## config.mk

```make
export PLATFORM = sky130hd
export DESIGN_NAME = sr_protect_top
export DESIGN_NICKNAME = d
export VERILOG_FILES = /design/src/rtl/sr_protect_pkg.sv /design/src/rtl/sr_protect_ctl.sv /design/src/rtl/sr_protect_dp.sv /design/src/rtl/sr_protect_top.sv
export SDC_FILE = /design/constraint.sdc
export NUM_CORES = 1
export LEC_CHECK = 0
export ABC_AREA = 1
export BUFFER_PORTS_ARGS = -buffer_cell sky130_fd_sc_hd__buf_4
export CAP_MARGIN = 25
export CORE_AREA = 2 2 39 41
export CTS_CLUSTER_DIAMETER = 30
export DETAILED_ROUTE_END_ITERATION = 10
export DIE_AREA = 0 0 41 43
export GPL_TIMING_DRIVEN = 0
export MAX_ROUTING_LAYER = met4
export SYNTH_ARGS = -nofsm -noshare
export SYNTH_HDL_FRONTEND = slang
export SYNTH_SLANG_ARGS = --single-unit
```

## constraint.sdc

```tcl
create_clock -name clk -period 1.2 [get_ports clk]
set_clock_uncertainty 0.1 [all_clocks]
set_input_delay 0 -clock clk [delete_from_list [all_inputs] [get_ports clk]]
set_output_delay 0 -clock clk [all_outputs]
set_load 0.02 [all_outputs]
```

## src/rtl/sr_protect_pkg.sv

```systemverilog
package sr_protect_pkg;
  // strobes from control to datapath
  typedef struct packed {
    logic setWel;
    logic clrWel;
    logic loadStatus;  // accepted status write
    logic loadNv;      // restore from non-volatile copy
  } welCtl_t;

  localparam int unsigned WPEN_BIT = 7;
  localparam int unsigned BP_HI = 3;
  localparam int unsigned BP_LO = 2;
  localparam int unsigned WEL_BIT = 1;
endpackage

```

## src/rtl/sr_protect_ctl.sv

```systemverilog
module sr_protect_ctl
  import sr_protect_pkg::*;
(
  input  logic    wrenStb,
  input  logic    wrdiStb,
  input  logic    wrCmdActive,
  input  logic    csRiseStb,
  input  logic    wrsrStb,
  input  logic    nvLoadStb,
  input  logic    wpPin,
  input  logic    wel,
  input  logic    wpen,
  output welCtl_t ctl,
  output logic    statusWriteOk
);
  logic pinLock;

  always_comb begin
    pinLock       = wpen && !wpPin;
    statusWriteOk = wel && !pinLock;
    ctl.setWel     = wrenStb;
    ctl.clrWel     = wrdiStb || (csRiseStb && wrCmdActive);
    ctl.loadNv     = nvLoadStb;
    ctl.loadStatus = wrsrStb && statusWriteOk && !nvLoadStb;
  end
endmodule

```

## src/rtl/sr_protect_dp.sv

```systemverilog
module sr_protect_dp
  import sr_protect_pkg::*;
#(
  parameter int unsigned ADDR_W = 11
) (
  input  logic              clk,
  input  logic              rstN,
  input  welCtl_t           ctl,
  input  logic [7:0]        wrsrData,
  input  logic [7:0]        nvLoadData,
  input  logic [ADDR_W-1:0] addr,
  output logic              wel,
  output logic              wpen,
  output logic [7:0]        statusByte,
  output logic              memWriteOk
);
  localparam int unsigned DEPTH = 1 << ADDR_W;
  localparam logic [ADDR_W-1:0] QTR_BASE  = ADDR_W'(DEPTH - DEPTH / 4);
  localparam logic [ADDR_W-1:0] HALF_BASE = ADDR_W'(DEPTH / 2);

  logic [1:0] bp;
  logic [7:0] srcByte;
  logic       inRange;
  logic       unusedDataBits;

  assign srcByte = ctl.loadNv ? nvLoadData : wrsrData;
  assign unusedDataBits = ^{wrsrData[6:4], wrsrData[1:0], nvLoadData[6:4], nvLoadData[1:0]};

  // write-enable latch: clear has priority over set
  always_ff @(posedge clk) begin
    if (!rstN)           wel <= 1'b0;
    else if (ctl.clrWel) wel <= 1'b0;
    else if (ctl.setWel) wel <= 1'b1;
  end

  // protect fields are not touched by reset
  always_ff @(posedge clk) begin
    if (ctl.loadNv || (rstN && ctl.loadStatus)) begin
      wpen <= srcByte[WPEN_BIT];
      bp   <= srcByte[BP_HI:BP_LO];
    end
  end

  always_comb begin
    unique case (bp)
      2'b00:   inRange = 1'b0;
      2'b01:   inRange = (addr >= QTR_BASE);
      2'b10:   inRange = (addr >= HALF_BASE);
      default: inRange = 1'b1;
    endcase
  end

  assign memWriteOk = wel && !inRange;

  always_comb begin
    statusByte = '0;
    statusByte[WPEN_BIT]    = wpen;
    statusByte[BP_HI:BP_LO] = bp;
    statusByte[WEL_BIT]     = wel;
  end
endmodule

```

## src/rtl/sr_protect_top.sv

```systemverilog
module sr_protect_top
  import sr_protect_pkg::*;
#(
  parameter int unsigned ADDR_W = 11
) (
  input  logic              clk,
  input  logic              rstN,
  input  logic              wrenStb,
  input  logic              wrdiStb,
  input  logic              wrCmdActive,
  input  logic              csRiseStb,
  input  logic              wrsrStb,
  input  logic [7:0]        wrsrData,
  input  logic              nvLoadStb,
  input  logic [7:0]        nvLoadData,
  input  logic              wpPin,
  input  logic [ADDR_W-1:0] addr,
  output logic [7:0]        statusByte,
  output logic              memWriteOk,
  output logic              statusWriteOk
);
  welCtl_t ctl;
  logic    wel;
  logic    wpen;

  sr_protect_ctl u_ctl (
    .wrenStb(wrenStb), .wrdiStb(wrdiStb), .wrCmdActive(wrCmdActive),
    .csRiseStb(csRiseStb), .wrsrStb(wrsrStb), .nvLoadStb(nvLoadStb),
    .wpPin(wpPin), .wel(wel), .wpen(wpen), .ctl(ctl),
    .statusWriteOk(statusWriteOk)
  );

  sr_protect_dp #(.ADDR_W(ADDR_W)) u_dp (
    .clk(clk), .rstN(rstN), .ctl(ctl), .wrsrData(wrsrData),
    .nvLoadData(nvLoadData), .addr(addr), .wel(wel), .wpen(wpen),
    .statusByte(statusByte), .memWriteOk(memWriteOk)
  );
endmodule

```

=== Yosys cells after proc, flatten, opt, wreduce, memory -nomap -nowiden ===
Cells that the tools add are included.
W data, S select, Z words.

* Flip-flop bits (word level): 4
* Bits in latches: 0
* Memory bits (writable): 0
* ROM bits: 0
* Bits of input ports: 36
* Output and inout port bits: 10
* Logic and storage cells: 25
* Memories: 0

* Add/subtract/negate cells: 0
* Multipliers: 0
* Divide/modulo/power cells: 0
* $lt $le $gt $ge: 2
* Equality and inequality tests: 2
* Shift-type cells: 0
* Muxes and demuxes: 2
* Bitwise gates (word level): 1
* Reduce and logical (&&, ||, !) cells: 15

{| class="wikitable"
|+ Operators with widths
! kind !! count
|-
| $ge A11 B11 Y1 const B || 2
|-
| $mux W8 || 1
|-
| $logic_and A1 B1 Y1 || 7
|-
| $logic_not A1 Y1 || 4
|-
| $pmux W1 S3 || 1
|-
| $eq A2 B1 Y1 const B || 1
|-
| $eq A2 B2 Y1 const B || 1
|-
| $logic_not A2 Y1 || 1
|-
| $logic_or A1 B1 Y1 || 2
|-
| $reduce_or A2 Y1 || 1
|-
| $not A1 Y1 || 1
|}

=== Depth between registers and ports, before layout ===
* Depth after elaboration: 8
* Depth in mapped cells: 4

=== Cells and area by module ===
Synthesis repeated with hierarchy kept, for this count alone.

* Cell total of the unflattened synthesis: 41
* Area total of the unflattened synthesis: 292.8 µm²

{| class="wikitable"
|+ By module, submodules not included
! module !! instances !! cells each !! area an instance (µm²)
|-
| sr_protect_dp || 1 || 31 || 236.5
|-
| sr_protect_ctl || 1 || 10 || 56.3
|}

=== Worst setup path after synthesis ===
Ideal clock, no wire load.

* Kind: register to output
* From: reg u_dp.bp[1]
* To: out memWriteOk
* Arrival time: 0.979 ns
* Slack: 0.121 ns
* Cell stages (with the launch flop): 4
* Cells stage by stage: edfxtp_1 inv_1 nand2_1 a21oi_1

* Longest elaborated chain between the ends: 4
* Elaborated cells on any way between the ends: 6
* Those cells by class: eq/ne (2); mux (1); reduce/logical (3)

{| class="wikitable"
|+ RTL lines
! item !! RTL line !! RTL
|-
| from (decl) || sr_protect_dp.sv:21 || <nowiki>logic [1:0] bp;</nowiki>
|-
| from (signal assigned) || sr_protect_dp.sv:40 || <nowiki>bp <= srcByte[BP_HI:BP_LO];</nowiki>
|-
| $eq A2 B2 Y1 (tied with other cells) || sr_protect_dp.sv:45 || <nowiki>unique case (bp)</nowiki>
|-
| $pmux W1 S3 * || sr_protect_dp.sv:45 ||
|-
| $logic_not A1 Y1 * || sr_protect_dp.sv:53 || <nowiki>assign memWriteOk = wel && !inRange;</nowiki>
|-
| $logic_and A1 B1 Y1 * || sr_protect_dp.sv:53 ||
|-
| to (decl) || sr_protect_top.sv:19 || <nowiki>output logic memWriteOk,</nowiki>
|}

Mark *: on every way between the ends. The rest lies on a longest branch, timed or not.

=== Worst setup path in the final report ===
Ends and elaborated chain as after synthesis.

==> impl_metrics.ini <==
[status]
outcome = finished, final reports clean

[worst_setup_path]
slowest_delay_ns = 0.40
slowest_stage = edfxtp_1
path_max_fanout = 3
reg2reg_depth = 3
worstPathRequired_ns = 1.10
cp_cell_sequence = inv_1, nand2_1, a21oi_2, buf_4
worstPathArrival_ns = 1.05
crit_type = flip-flop to output pin
cp-end-kind = output pin
worst_setup_path_start_kind = flip-flop

[place]
io_buffers = 22
gp_congestion = 0.6133
placed_cells = 80
place_area_um2 = 473.0

[timing]
finalWorstPathRequiredPeriod_ns = 1.146
final_hold_viol_count = 0
drv_slew = 0
fin_crit_sh = 0.9552
hold_slack_ns = 0.1837
max_freq_mhz = 872.4
setup_viol_count_final = 0

[layout]
syn_to_final_growth_pct = 125.3
mostFrequentLayoutCells = buf_4 (28), nand2_1 (18), dlygate4sd3_1 (12), inv_1 (5), conb_1 (4)
multi_input_area_um2 = 117.6
register_area_um2 = 110.1
final_cells = 96
drive_above_1_share = 0.4125
fillers = 152
final_util = 0.4503
layout_commonest_cell = buf_4
insertedDiodeCount = 0
fin_nets = 117
design_area_um2 = 623.1

[power_and_ir_drop]
powerDensity_nw_per_um2 = 812.1
p_leak_nw = 0.3370
vdd_ir_drop_max_mv = 0.4199

[hold_path]
hold_class = primary input to flip-flop
min_path_cells = 5

[die]
fp.dieArea_um2 = 1763
start_util = 0.1998
rows = 14
die_w_um = 41
core_area_um2 = 1384
io_pins = 46
die_h_um = 43

[routing]
wl_per_cell_um = 8.396
routed_wl_um = 806
drt_pass1_iterations = 1
drcViolationCount = 0
vias = 368
postRouteAntennaNets = 0
drt_iter0_markers = 0
routed_via_density = 3.833

[global_route]
overflow = 0
grt_pass1_wl_um = 1221
grt_pass1_vias = 352
grt_usage = 0.1110
antenna_found_initial = 0
grt_max_degree = 5

[clock_network]
clk_path_buf_depth = 2
post-cts-setup-buffers = 0
cts_tree = done
root_buffer = clkbuf_4
clk_latency_ns = 0.23
numCtsBuffers = 3
cts_sinks = 4
clk_pin_slew_ns = 0.04
htree_levels = 1

[job]
maxCapViolCount = 0

[synth]
ys_types = 10
avgSynthCellArea_um2 = 7.090
syn_area_um2 = 276.5
yosysSeqAreaShare = 0.3982
synth-seq-cells = 4
synthCells = 39
ys.warnings.count = 0
-- where the power goes --
group          leakage (nW)  internal, W  switching (W)
clock                0.0150     0.000125      0.0000549
combinational         0.284    0.0000951      0.0000653
sequential           0.0380     0.000160     0.00000556
total                 0.337     0.000380       0.000126
-- path summary, 6_finish.rpt --
kind | startpoint | end | slack (ns)
max | u_dp.bp[1] | memWriteOk | 0.05
min | wpPin | u_dp.wpen | 0.18
max reg2reg | u_dp.wpen | u_dp.bp[0] | 0.10
min reg2reg | u_dp.wel | u_dp.wel | 0.46
-- metal layers --
layer  track usage  vias up  share of wire
met5             -        -              0
met3       0.04712        2          0.086
met1       0.07921      159           0.30
met4       0.06000        0         0.0087
met2        0.2031       17           0.60
li1              -      190              -
-- registers in the layout, indices dropped and copies added, names as in the netlist --
register / flops
u_dp.bp: 2
u_dp.wel: 1
u_dp.wpen: 1
-- layout make-up --
| class | instances | area share |
|---|---|---|
| clock buffer | 4 | 0.04217 |
| inverter | 5 | 0.03012 |
| multi-input combinational | 27 | 0.1888 |
| sequential | 4 | 0.1767 |
| buffer | 6 | 0.07229 |
| tap | 16 | 0.03213 |
| timing repair buffer | 34 | 0.4578 |
-- cells in the mapped netlist --
cell | count | area, µm²
conb_1 | 1 | 3.750
edfxtp_1 | 3 | 90.09
nor3_2 | 1 | 10.01
buf_4 | 6 | 45.04
inv_1 | 5 | 18.77
nor2_1 | 1 | 3.750
nand2_1 | 18 | 67.56
nand3b_1 | 1 | 7.510
a21oi_1 | 2 | 10.01
dfxtp_1 | 1 | 20.02
-- cells by family after synthesis --
family / Yosys count / share of synthesized area
AO/OA/AOI/OAI: 2 / 0.03620
buffers and inverters: 11 / 0.2308
flip-flops: 4 / 0.3982
other: 1 / 0.01356
AND/OR/NAND/NOR: 21 / 0.3212
-- timing repair --
item / CTS / global route
endpoints found under the hold margin: 4 / 0
gates resized for setup: 0 / 1
endpoints found under the setup margin: 0 / 1
hold buffers: 12 / 0
-- metrics by stage --
step | setup TNS [ns] | setup WS [ns] | total power, W
final | 0 | 0.05371 | 0.0005060
after global routing | -0.004828 | -0.004828 | 0.0005422
after CTS | 0 | 0.02987 | 0.0005126
after detailed placement | 0 | 0.1129 | 0.0002946
after global placement | 0 | 0.1212 | 0.0002926
after floorplan | 0 | 0.1210 | 0.0002323
-- worst max-delay path, delay by kind of cell, from the launching register on --
kind	cells	cell delay (ns)
buffers and inverters	2	0.23
AO/OA/AOI/OAI	1	0.13
AND/OR/NAND/NOR	1	0.06
flip-flops	1	0.40
Power figures use the tool's default switching activity.
